## config.mk

```make
export PLATFORM = sky130hd
export DESIGN_NAME = rtc_calendar_bank
export DESIGN_NICKNAME = d
export VERILOG_FILES = /design/src/rtl/rtc_cal_pkg.sv /design/src/rtl/rtc_sec_prescaler.sv /design/src/rtl/rtc_count_chain.sv /design/src/rtl/rtc_user_bank.sv /design/src/rtl/rtc_calendar_bank.sv
export SDC_FILE = /design/constraint.sdc
export NUM_CORES = 1
export LEC_CHECK = 0
export BUFFER_PORTS_ARGS = -buffer_cell sky130_fd_sc_hd__buf_4
export CELL_PAD_IN_SITES_DETAIL_PLACEMENT = 2
export CELL_PAD_IN_SITES_GLOBAL_PLACEMENT = 2
export CORE_ASPECT_RATIO = 0.75
export CORE_MARGIN = 2
export CORE_UTILIZATION = 41
export DETAILED_ROUTE_END_ITERATION = 8
export PLACE_DENSITY = 0.92
export SYNTH_ARGS = -nofsm -noshare
export SYNTH_HDL_FRONTEND = slang
export SYNTH_HIERARCHICAL = 1
export SYNTH_SLANG_ARGS = --single-unit
```

## constraint.sdc

```tcl
create_clock -name clk -period 9.15 [get_ports clk]
set_input_delay 2.745 -clock clk [delete_from_list [all_inputs] [get_ports clk]]
set_output_delay 2.745 -clock clk [all_outputs]
set_load 0.005 [all_outputs]
```

## src/rtl/rtc_cal_pkg.sv

```systemverilog
`timescale 1ns/1ps
package rtc_cal_pkg;

  typedef struct packed {
    logic [5:0] cen;
    logic [7:0] yr;
    logic [4:0] mon;
    logic [5:0] date;
    logic [2:0] dow;
    logic [5:0] hr;
    logic [6:0] min;
    logic [6:0] sec;
  } cal_t;

  typedef enum logic [2:0] {
    OFS_SEC  = 3'd0,
    OFS_MIN  = 3'd1,
    OFS_HR   = 3'd2,
    OFS_DOW  = 3'd3,
    OFS_DATE = 3'd4,
    OFS_MON  = 3'd5,
    OFS_YR   = 3'd6,
    OFS_CTRL = 3'd7
  } reg_ofs_e;

  localparam cal_t CAL_RESET = '{cen: 6'h20, yr: 8'h00, mon: 5'h01, date: 6'h01,
                                 dow: 3'd1, hr: 6'h00, min: 7'h00, sec: 7'h00};

  // Add one to a two-digit packed BCD value (no wrap handling).
  function automatic logic [7:0] bcd_inc(input logic [7:0] v);
    logic [7:0] r;
    if (v[3:0] >= 4'd9) r = {v[7:4] + 4'd1, 4'd0};
    else                r = {v[7:4], v[3:0] + 4'd1};
    return r;
  endfunction

  // Divisible by four in BCD: even tens need units 0/4/8, odd tens need 2/6.
  function automatic logic bcd_leap(input logic [7:0] yr);
    logic r;
    if (!yr[4]) r = (yr[3:0] == 4'd0) || (yr[3:0] == 4'd4) || (yr[3:0] == 4'd8);
    else        r = (yr[3:0] == 4'd2) || (yr[3:0] == 4'd6);
    return r;
  endfunction

  function automatic logic [5:0] month_end(input logic [4:0] mon, input logic leap);
    logic [5:0] r;
    case (mon)
      5'h02:                      r = leap ? 6'h29 : 6'h28;
      5'h04, 5'h06, 5'h09, 5'h11: r = 6'h30;
      default:                    r = 6'h31;
    endcase
    return r;
  endfunction

endpackage

```

## src/rtl/rtc_sec_prescaler.sv

```systemverilog
`timescale 1ns/1ps
module rtc_sec_prescaler #(
  parameter int DIV = 32768
) (
  input  logic clk,
  input  logic rst_n,
  input  logic osc_en,
  input  logic restart,
  output logic sec_tick
);

  generate
    if (DIV <= 1) begin : g_passthru
      assign sec_tick = osc_en & ~restart;
    end else begin : g_divide
      localparam int CW = $clog2(DIV);
      localparam logic [CW-1:0] LAST = CW'(DIV - 1);
      logic [CW-1:0] cnt_q;

      always_ff @(posedge clk) begin
        if (!rst_n || restart) cnt_q <= '0;
        else if (osc_en)       cnt_q <= (cnt_q == LAST) ? '0 : cnt_q + 1'b1;
      end

      assign sec_tick = osc_en & ~restart & (cnt_q == LAST);
    end
  endgenerate

endmodule

```

## src/rtl/rtc_count_chain.sv

```systemverilog
`timescale 1ns/1ps
module rtc_count_chain
  import rtc_cal_pkg::*;
(
  input  logic clk,
  input  logic rst_n,
  input  logic tick,
  input  logic load,
  input  cal_t load_val,
  output cal_t live,
  output cal_t live_nxt
);

  logic c_min, c_hr, c_day, c_mon, c_yr, c_cen;
  logic [7:0] t_sec, t_min, t_hr, t_date, t_mon, t_yr, t_cen;
  logic [5:0] last_day;

  assign t_sec    = bcd_inc({1'b0, live.sec});
  assign t_min    = bcd_inc({1'b0, live.min});
  assign t_hr     = bcd_inc({2'b0, live.hr});
  assign t_date   = bcd_inc({2'b0, live.date});
  assign t_mon    = bcd_inc({3'b0, live.mon});
  assign t_yr     = bcd_inc(live.yr);
  assign t_cen    = bcd_inc({2'b0, live.cen});
  assign last_day = month_end(live.mon, bcd_leap(live.yr));

  always_comb begin
    live_nxt = live;
    c_min = 1'b0; c_hr = 1'b0; c_day = 1'b0;
    c_mon = 1'b0; c_yr = 1'b0; c_cen = 1'b0;
    if (load) begin
      live_nxt = load_val;
    end else if (tick) begin
      if (live.sec >= 7'h59) begin live_nxt.sec = '0; c_min = 1'b1; end
      else                          live_nxt.sec = t_sec[6:0];
      if (c_min) begin
        if (live.min >= 7'h59) begin live_nxt.min = '0; c_hr = 1'b1; end
        else                          live_nxt.min = t_min[6:0];
      end
      if (c_hr) begin
        if (live.hr >= 6'h23) begin live_nxt.hr = '0; c_day = 1'b1; end
        else                         live_nxt.hr = t_hr[5:0];
      end
      if (c_day) begin
        live_nxt.dow = (live.dow >= 3'd7 || live.dow == 3'd0) ? 3'd1 : live.dow + 3'd1;
        if (live.date >= last_day) begin live_nxt.date = 6'h01; c_mon = 1'b1; end
        else                              live_nxt.date = t_date[5:0];
      end
      if (c_mon) begin
        if (live.mon >= 5'h12) begin live_nxt.mon = 5'h01; c_yr = 1'b1; end
        else                          live_nxt.mon = t_mon[4:0];
      end
      if (c_yr) begin
        if (live.yr >= 8'h99) begin live_nxt.yr = 8'h00; c_cen = 1'b1; end
        else                         live_nxt.yr = t_yr;
      end
      if (c_cen) begin
        live_nxt.cen = (live.cen >= 6'h39) ? 6'h00 : t_cen[5:0];
      end
    end
  end

  always_ff @(posedge clk) begin
    if (!rst_n) live <= CAL_RESET;
    else        live <= live_nxt;
  end

endmodule

```

## src/rtl/rtc_user_bank.sv

```systemverilog
`timescale 1ns/1ps
module rtc_user_bank
  import rtc_cal_pkg::*;
(
  input  logic       clk,
  input  logic       rst_n,
  input  logic       wr_en,
  input  logic [2:0] ofs,
  input  logic [7:0] wdata,
  input  logic       copy_en,
  input  cal_t       copy_val,
  output cal_t       ubuf,
  output logic       hold_q,
  output logic       frz_q,
  output logic       load_req,
  output logic [7:0] rd_byte
);

  always_ff @(posedge clk) begin
    if (!rst_n) begin
      ubuf     <= CAL_RESET;
      hold_q   <= 1'b0;
      frz_q    <= 1'b0;
      load_req <= 1'b0;
    end else begin
      load_req <= wr_en && (ofs == OFS_CTRL) && !wdata[7] && hold_q;
      if (copy_en) ubuf <= copy_val;
      if (wr_en) begin
        case (ofs)
          OFS_SEC:  ubuf.sec  <= wdata[6:0];
          OFS_MIN:  ubuf.min  <= wdata[6:0];
          OFS_HR:   ubuf.hr   <= wdata[5:0];
          OFS_DOW:  ubuf.dow  <= wdata[2:0];
          OFS_DATE: ubuf.date <= wdata[5:0];
          OFS_MON:  ubuf.mon  <= wdata[4:0];
          OFS_YR:   ubuf.yr   <= wdata;
          default: begin
            ubuf.cen <= wdata[5:0];
            frz_q    <= wdata[6];
            hold_q   <= wdata[7];
          end
        endcase
      end
    end
  end

  always_comb begin
    case (ofs)
      OFS_SEC:  rd_byte = {1'b0, ubuf.sec};
      OFS_MIN:  rd_byte = {1'b0, ubuf.min};
      OFS_HR:   rd_byte = {2'b0, ubuf.hr};
      OFS_DOW:  rd_byte = {5'b0, ubuf.dow};
      OFS_DATE: rd_byte = {2'b0, ubuf.date};
      OFS_MON:  rd_byte = {3'b0, ubuf.mon};
      OFS_YR:   rd_byte = ubuf.yr;
      default:  rd_byte = {hold_q, frz_q, ubuf.cen};
    endcase
  end

endmodule

```

## src/rtl/rtc_calendar_bank.sv

```systemverilog
`timescale 1ns/1ps
module rtc_calendar_bank
  import rtc_cal_pkg::*;
#(
  parameter int AW  = 19,
  parameter int DIV = 32768
) (
  input  logic          clk,
  input  logic          rst_n,
  input  logic          osc_en,
  input  logic          pwr_fail,
  input  logic          cs_n,
  input  logic          we_n,
  input  logic          oe_n,
  input  logic [AW-1:0] addr,
  input  logic [7:0]    wdata,
  output logic [7:0]    rdata,
  output logic          rdata_oe
);

  localparam int OFS_W = 3;

  logic       hit, sel, wr_en, rd_en;
  logic       sec_tick, copy_en, hold_q, frz_q, load_req;
  logic [7:0] rd_byte;
  cal_t       live_cal, live_nxt, ubuf;

  assign hit   = &addr[AW-1:OFS_W];
  assign sel   = ~cs_n & ~pwr_fail & hit;
  assign wr_en = sel & ~we_n;
  assign rd_en = sel & ~oe_n & we_n;

  assign copy_en  = sec_tick & ~hold_q & ~frz_q;
  assign rdata_oe = rd_en;
  assign rdata    = rd_en ? rd_byte : 8'h00;

  rtc_sec_prescaler #(.DIV(DIV)) u_presc (
    .clk      (clk),
    .rst_n    (rst_n),
    .osc_en   (osc_en),
    .restart  (load_req),
    .sec_tick (sec_tick)
  );

  rtc_count_chain u_chain (
    .clk      (clk),
    .rst_n    (rst_n),
    .tick     (sec_tick),
    .load     (load_req),
    .load_val (ubuf),
    .live     (live_cal),
    .live_nxt (live_nxt)
  );

  rtc_user_bank u_bank (
    .clk      (clk),
    .rst_n    (rst_n),
    .wr_en    (wr_en),
    .ofs      (addr[OFS_W-1:0]),
    .wdata    (wdata),
    .copy_en  (copy_en),
    .copy_val (live_nxt),
    .ubuf     (ubuf),
    .hold_q   (hold_q),
    .frz_q    (frz_q),
    .load_req (load_req),
    .rd_byte  (rd_byte)
  );

endmodule

```

==> reports/metrics.yaml, run 1 <==
crit_arrival_ns: 4.37
endpoint_kind: "output pin"
rsz0062_at_grt: "false"
hold_class: "reg -> reg"
grt_util_all_layers_pct: 35.7
cts_made_buffers: 17
core-area_um2: 17800
relSlewSlack_pct: 34.5
nFillCells: 1891
synthesis.nets: 951
async_flop_share_pct: 0
syn_avg_cell_area_um2: 8.57
synth_ff_type: "dfxtp_1"
synthMuxAreaShare_pct: 9.52
worstPathRequired_ns: 6.41
cts.sinks: 114
total_power_mw: 1.33
nets: 964
worst_pin_slew_ns: 0.983
drt_iter0_drc: 591
rows: 42
p_sw_uw: 314
drc: 0
finalHoldViolCount: 0
yosysSeqAreaShare_pct: 30.4
synth_compound_area_share_pct: 22.3
vias: 7467
postLayoutCoreUtil_pct: 48.1
h-tree-depth: 4
vias_per_cell: 6.52
hpwl_mm: 20.6
yosysUniqueCellTypes: 88
finalWirelength_mm: 34.0
antenna_found_initial: 1
clkPwrFrac_pct: 58.3
clk_pin_slew_ns: 0.06
netSwitchingFraction_pct: 23.6
die_y_um: 121
power_density_nw_per_um2: 155
yosys.area_share.simple_pct: 22.8
p_seq_share_pct: 37.6
crit_top_cell: "buf_4"
clk_latency_ns: 0.43
first_pass_iters: 5
post-route-period-util_pct: 77.7
synth_top_family_by_area: "simple AND/OR/NAND/NOR gates"
yosysTopAreaCellShare_pct: 30.4
cts-root-buf: "clkbuf_16"
layout_commonest_cell: "nand2_1"
yosysWarnings: 6
period_minus_slack_ns: 7.11
grt-ovfl-total: 0
tns_ns: 0
wl_per_cell_um: 29.7
worstSetupStartpointType: "input pin"
antennaDiodeCount: 0
ir_worst_vdd_v: 0.000113
synth_xor_area_share_pct: 2.56
clock_path_buffers: 2
p_int_mw: 1.01
port_buffers: 42
die_w_um: 160
crit_chain: "buf_4 -> and2b_2 -> a221oi_1 -> a31oi_1 -> o22a_1 -> and4_1 -> buf_4"
initial_core_util_pct: 42.2
netlist_instances: 877
netlist_area_um2: 7520
ys_ff_latch: 114
crit_type: "in -> out"
pwr-share-comb_pct: 4.1
setup_viol: 0
maxSlewViolCount: 0
dpl_cell_area_um2: 7910
hold_buffers: 0
ctsResizeCount: 0
worst-path-max-fanout: 22
synthTopCellsByArea: "dfxtp_1 (30%), mux2i_1 (8.1%), ha_1 (6.7%)"
synth_enable_flop_cells: 0
finalWeightedCongestion: 0.847
synth_largest_area_cell: "dfxtp_1"
grt_max_degree: 70
cts_tree: "built"
cap_viol_max_count: 0
skew_ns: 0.0145
power_leakage_nw: 3.77
fin_area_um2: 8570
max_freq_mhz: 141
syn2layout_area_growth_pct: 14.0
io_pins: 43
final_cell_mix: "nand2_1 (118), dfxtp_1 (113), mux2i_1 (61)"
antenna_left: 0
grt_pass1_wl_mm: 51.9
fin_cells: 1145
critPathMaxStageDelay_ns: 0.45
fp.dieArea_um2: 19400
drive_gt1_share_pct: 13.5
place_inst: 1113
post_cts_buffers: 0
synth_fa_ha_area_share_pct: 6.66
status: "complete, no violations"
grt_pass1_vias: 8343
cp_slowest_cell: "a221oi_1"
==> kinds of logic (layout without fill, tap and decap cells) <==
kind of cell             count (synthesis)  in the layout
AND/OR/NAND/NOR                        315            315
AO/OA/AOI/OAI                          221            221
buffers and inverters                   95            121
flip-flops                             114            114
adder cells (fa/ha/maj)                 40             40
XOR/XNOR                                22             22
multiplexers                            70             70
==> worst max-delay path, delay by kind of cell <==
family	cells	cell delay (ns)
buffers and inverters	2	0.41
and+or+nand+nor	2	0.47
AOI/OAI and AO/OA	3	0.75
==> power by group through the flow <==
stage          Combinational, mW  Sequential [mW]  Clock, mW
2_1_floorplan             0.0274            0.509          0
3_3_place_gp              0.0476            0.509          0
3_5_place_dp              0.0503            0.509          0
4_1_cts                   0.0531            0.499      0.780
5_1_grt                   0.0568            0.498      0.801
6_report                  0.0545            0.499      0.773
==> cell type report <==
class / count / area [µm²] / share of cell area, %
Tap cell: 242 / 303 / 3.53
Inverter: 40 / 150 / 1.75
Clock buffer: 19 / 453 / 5.29
Timing Repair Buffer: 49 / 368 / 4.29
Multi-Input combinational cell: 668 / 4800 / 56.1
Clock inverter: 13 / 208 / 2.42
Sequential cell: 114 / 2280 / 26.7
==> synthesized netlist by cell type (14+ instances only) <==
master / count
nand2_1: 118
a31oi_1: 16
and2_1: 33
nand3_1: 17
mux2i_1: 61
o21ai_0: 23
inv_1: 40
clkbuf_1: 27
ha_1: 40
dfxtp_1: 114
nor2_1: 43
buf_2: 15
o211a_1: 46
xnor2_1: 14
a21oi_1: 38
==> final timing paths <==
check / startpoint / endpoint / depth (start not counted) / slack [ns]
worst max-delay path: addr[0] / rdata[1] / 7 / 2.04
worst min-delay path: u_presc/g_divide.cnt_q[14]$_SDFFE_PP0P_ / u_presc/g_divide.cnt_q[14]$_SDFFE_PP0P_ / 2 / 0.51
worst max register to register: u_presc/g_divide.cnt_q[0]$_SDFFE_PP0P_ / u_bank/ubuf[47]$_SDFF_PN1_ / 15 / 4.33
worst min register to register: u_presc/g_divide.cnt_q[14]$_SDFFE_PP0P_ / u_presc/g_divide.cnt_q[14]$_SDFFE_PP0P_ / 2 / 0.51
==> registers in the layout, indices dropped and copies added, names as in the netlist <==
| signal | cells |
|---|---|
| u_bank/frz_q | 1 |
| u_bank/hold_q | 1 |
| u_bank/ubuf | 48 |
| u_presc/g_divide.cnt_q | 15 |
| u_chain/live | 48 |
| u_bank/load_req | 1 |
==> layer usage <==
layer	share of wire, %	global-route usage [%]	vias to the layer above
met3	5.6	7.45	130
met1	40	40.4	3802
met5	0.050	0	-
met2	49	63.4	319
li1	-	-	3214
met4	5.3	19.3	2
==> through the flow <==
stage	hold slack (ns)	setup WS, ns
6_report	0.513	2.04
5_1_grt	0.555	1.96
4_1_cts	0.519	2.07
3_5_place_dp	0.500	2.17
3_3_place_gp	0.450	2.24
2_1_floorplan	0.440	2.65
Power figures use the tool's default switching activity.
==> run 2, diff against run 1 <==
CORE_UTILIZATION = 38   (was 41)
PLACE_DENSITY = 0.87   (was 0.92)
clock period = 6.6 ns   (was 9.15 ns; I/O delays follow)
==> run 2 against run 1 <==
Net effect:
- via count is 2.1% lower
- routed wire length down 9.2%
- worst hold slack lost 0.0092 ns
- critical path depth stayed put
- power grew 30%
- cell count is 1.2% higher
- non-clock buffer count is 3 higher
- combinational power increased by 35%
- sequential power increased by 38%
- count of clock-buffer cells in the layout down 2
- design area down 0.31%
- first-iteration DRC count decreased by 11%
==> reports/metrics.yaml, run 2 (synthesis results as in run 1) <==
worst_pin_slew_ns: 0.886
max_freq_mhz: 178
total_power_mw: 1.73
cts_made_buffers: 17
antennaDiodeCount: 0
cts.sinks: 114
cts_tree: "built"
fp.dieArea_um2: 20900
die_w_um: 166
finalWeightedCongestion: 0.818
worst_slack_ns: 0.978
post-route-period-util_pct: 85.2
crit_arrival_ns: 3.64
power_density_nw_per_um2: 202
cap_viol_max_count: 0
first_pass_iters: 5
grt_pass1_wl_mm: 47.8
ir_worst_vdd_v: 0.000115
rr_endpoint: "u_bank/ubuf[47]$_SDFF_PN1_"
drc: 0
hold_buffers: 0
crit_type: "in -> out"
wl_per_cell_um: 26.6
relSlewSlack_pct: 40.4
r2r_start: "u_presc/g_divide.cnt_q[0]$_SDFFE_PP0P_"
finalHoldViolCount: 0
dpl_cell_area_um2: 7960
clock_path_buffers: 2
period_minus_slack_ns: 5.62
layout_commonest_cell: "nand2_1"
reg_top3: "u_bank/ubuf (48), u_chain/live (48), u_presc/g_divide.cnt_q (15)"
worstPathRequired_ns: 4.62
vias_per_cell: 6.31
tns_ns: 0
r2r_cells: 15
grt_max_degree: 71
rsz0062_at_grt: "false"
hold_class: "reg -> reg"
holdPathStages: 2
post_cts_buffers: 0
power_leakage_nw: 3.75
drt_iter0_drc: 526
dp_slack_ns: 1.00
clk_latency_ns: 0.44
drive_gt1_share_pct: 13.8
grt-ovfl-total: 0
final_cell_mix: "nand2_1 (118), dfxtp_1 (113), mux2i_1 (61)"
hp-start: "u_presc/g_divide.cnt_q[14]$_SDFFE_PP0P_"
r2r_slack_ns: 2.09
endpoint_kind: "output pin"
maxSlewViolCount: 0
nets: 967
grt_util_all_layers_pct: 29.5
worstHoldEndpoint: "u_presc/g_divide.cnt_q[14]$_SDFFE_PP0P_"
die_y_um: 126
setup_viol: 0
status: "complete, no violations"
cts-root-buf: "clkbuf_16"
antenna_left: 0
vias: 7312
fin_area_um2: 8540
syn2layout_area_growth_pct: 13.6
worst-path-max-fanout: 25
port_buffers: 42
core-area_um2: 19400
antenna_found_initial: 0
clk_pin_slew_ns: 0.06
io_pins: 43
hpwl_mm: 18.8
rows: 44
worstSetupStartpointType: "input pin"
finalWirelength_mm: 30.9
h-tree-depth: 4
postLayoutCoreUtil_pct: 44.1
skew_ns: 0.0126
initial_core_util_pct: 38.8
grt_pass1_vias: 7843
ctsResizeCount: 0
## run 2: cell types whose count changed in the layout (fill, tap and decap cells not counted), sizes merged
| cell | change |
|---|---|
| buf | +3 |
| bufinv | -3 |
| inv | +3 |
| clkbuf | -2 |
| clkinv | +1 |
| clkinvlp | +1 |
## run 2: power by group
| part | switching, mW | total (mW) | internal (mW) |
|---|---|---|---|
| Combinational | 0.0487 | 0.0736 | 0.0249 |
| Clock | 0.404 | 0.962 | 0.558 |
| Sequential | 0.00194 | 0.691 | 0.689 |
| Total | 0.454 | 1.73 | 1.27 |
## run 2: routing by layer
metal | vias up | wire (µm) | global-route usage, %
met5 | - | 0 | 0
met4 | 0 | 1050 | 12.5
met3 | 84 | 1620 | 5.81
met2 | 234 | 14300 | 47.3
met1 | 3761 | 13900 | 39.0
li1 | 3233 | - | -
## run 2: worst max-delay path by stage
stage	startpoint	end	slack, ns	cells past startpoint
after global routing	addr[2]	rdata[4]	0.94	7
after detailed placement	osc_en	u_bank/ubuf[47]$_SDFF_PN1_	1.00	15
after floorplan	addr[2]	rdata[3]	1.63	8
after CTS	addr[2]	rdata[4]	0.99	7
after global placement	addr[2]	rdata[2]	1.14	7
final	addr[2]	rdata[4]	0.98	7
## run 2: cell type report
cell class                 instances  area [µm²]
clock buffer                      17         425
clock inverter                    15         160
fill                            2132       10800
inverter                          40         150
multi-input combinational        668        4800
sequential                       114        2280
tap                              253         317
timing repair buffer              52         403
## run 2: critical path: stages
cell and delay [ns]:
buf_4 0.25, nor2b_1 0.47, a2bb2oi_1 0.18, o21ai_0 0.23, o22a_1 0.21, and4_1 0.20, buf_4 0.12
## run 2: stage by stage
| step | hold WS, ns | std cells |
|---|---|---|
| floorplan | 0.440 | 877 |
| global placement | 0.464 | 1127 |
| detailed placement | 0.496 | 1127 |
| CTS | 0.513 | 1159 |
| global route | 0.537 | 1159 |
| finish | 0.504 | 1159 |
==> run 3, diff against run 2 <==
CAP_MARGIN = 40   (was not set)
CORE_UTILIZATION = 41   (was 38)
PLACE_DENSITY = 0.92   (was 0.87)
clock period = 7.15 ns   (was 6.6 ns; I/O delays follow)
==> run 3 against run 2 <==
Net effect:
- combinational power fell by 8.6%
- register-to-register slack improved by 0.54 ns
- largest cell class unchanged
- highest routed layer unchanged
- largest power group unchanged
- non-clock buffer count down 2
- die area fell by 7.1%
- critical path depth is the same
- clock skew grew 0.0049 ns
- via count down 0.21%
- power fell by 12%
==> reports/metrics.yaml, run 3 (synthesis results as in run 1) <==
die_w_um: 160
worstPathRequired_ns: 5.01
antenna_left: 0
first_pass_iters: 5
crit_arrival_ns: 3.80
fp.dieArea_um2: 19400
finalWirelength_mm: 31.3
finalHoldViolCount: 0
grt_pass1_wl_mm: 48.0
port_buffers: 42
route.met2.wl_mm: 15.3
p_sw_uw: 379
setup_viol: 0
clk_latency_ns: 0.44
layout_commonest_cell: "nand2_1"
vias_per_cell: 6.37
cts_tree: "built"
maxSlewViolCount: 0
r2r_slack_ns: 2.63
wl_per_cell_um: 27.4
hpwl_mm: 20.3
pwr-share-comb_pct: 4.4
tns_ns: 0
r2r_cells: 14
r2r_start: "u_presc/g_divide.cnt_q[0]$_SDFFE_PP0P_"
top_layer_used: "met4"
antennaDiodeCount: 0
power_density_nw_per_um2: 180
h-tree-depth: 4
hold_class: "reg -> reg"
drc: 0
ir_worst_vdd_v: 0.000145
p_seq_share_pct: 42.0
grt_max_degree: 89
p_int_mw: 1.14
vias: 7297
nFillCells: 1891
holdPathStages: 2
syn2layout_area_growth_pct: 12.5
endpoint_kind: "output pin"
ctsResizeCount: 0
rows: 42
post_cts_buffers: 0
initial_core_util_pct: 42.2
cts.sinks: 114
crit_type: "in -> out"
period_minus_slack_ns: 5.94
wl_met3_mm: 1.73
skew_ns: 0.0175
die_y_um: 121
rsz0062_at_grt: "false"
max_freq_mhz: 168
total_power_mw: 1.52
status: "complete, no violations"
worstSetupStartpointType: "input pin"
grt_util_all_layers_pct: 32.7
cts_made_buffers: 17
final_cell_mix: "nand2_1 (118), dfxtp_1 (113), mux2i_1 (61)"
cts-root-buf: "clkbuf_16"
io_pins: 43
power_leakage_nw: 3.72
core-area_um2: 17800
drt_iter0_drc: 556
clk_pin_slew_ns: 0.05
grt-ovfl-total: 0
cap_viol_max_count: 0
clkPwrFrac_pct: 53.6
drive_gt1_share_pct: 13.2
antenna_found_initial: 0
finalWeightedCongestion: 0.880
hold_buffers: 0
netSwitchingFraction_pct: 25.0
post-route-period-util_pct: 83.1
grt_pass1_vias: 7916
worst_pin_slew_ns: 1.00
worst-path-max-fanout: 22
rr_endpoint: "u_bank/ubuf[47]$_SDFF_PN1_"
nets: 965
relSlewSlack_pct: 32.5
wl_met1_mm: 13.4
clock_path_buffers: 2
reg_top3: "u_bank/ubuf (48), u_chain/live (48), u_presc/g_divide.cnt_q (15)"
worstHoldEndpoint: "u_presc/g_divide.cnt_q[1]$_SDFFE_PP0P_"
hp-start: "u_presc/g_divide.cnt_q[1]$_SDFFE_PP0P_"
[run 3: changes by cell type in the layout (fill, tap and decap cells not counted), sizes merged]
cell / before / now
inv: 43 / 40
bufinv: 2 / 1
clkbuf: 17 / 21
buf: 52 / 50
clkinv: 5 / 7
clkinvlp: 5 / 2
[run 3: how the worst max path moves through the flow]
stage | startpoint | end | cells after the start
detailed placement | addr[2] | rdata[0] | 7
finish | addr[0] | rdata[2] | 7
global placement | addr[2] | rdata[4] | 7
CTS | addr[0] | rdata[2] | 7
floorplan | addr[2] | rdata[3] | 8
global route | addr[0] | rdata[2] | 7
[run 3: through the flow]
| step | instance area (µm²) | setup WS (ns) | hold WS [ns] | instances | utilization [%] |
|---|---|---|---|---|---|
| finish | 8450 | 1.21 | 0.537 | 1145 | 47.5 |
| global route | 8450 | 1.16 | 0.569 | 1145 | 47.5 |
| CTS | 8450 | 1.25 | 0.536 | 1145 | 47.5 |
| detailed placement | 7920 | 1.30 | 0.527 | 1114 | 44.4 |
| global placement | 7920 | 1.35 | 0.456 | 1114 | 44.4 |
| floorplan | 7520 | 1.85 | 0.440 | 877 | - |
[run 3: cell type report]
| cell class | count | area (µm²) | share of cell area, % |
|---|---|---|---|
| inverters | 40 | 150 | 1.78 |
| clock inverters | 10 | 87.6 | 1.04 |
| well taps | 242 | 303 | 3.58 |
| multi-input cells | 668 | 4800 | 56.8 |
| repair buffers | 50 | 375 | 4.44 |
| flip-flops and latches | 114 | 2280 | 27.0 |
| clock buffers | 21 | 450 | 5.33 |
[run 3: metal layers]
metal	GRT usage [%]	up-vias
li1	-	3232
met1	39.7	3710
met2	56.8	267
met3	7.48	88
met4	12.6	0
met5	0	-
[run 3: power by group through the flow]
stage / registers, mW / clock network [mW] / logic (mW)
finish: 0.638 / 0.815 / 0.0673
global route: 0.638 / 0.852 / 0.0707
floorplan: 0.651 / 0 / 0.0351
CTS: 0.638 / 0.822 / 0.0663
detailed placement: 0.652 / 0 / 0.0648
global placement: 0.652 / 0 / 0.0627
[run 3: critical path, cell delays in order]
cell      delay (ns)
buf_4           0.28
and2b_2         0.31
a221oi_1        0.43
a31oi_1         0.12
o22a_1          0.20
and4_1          0.16
buf_4           0.13
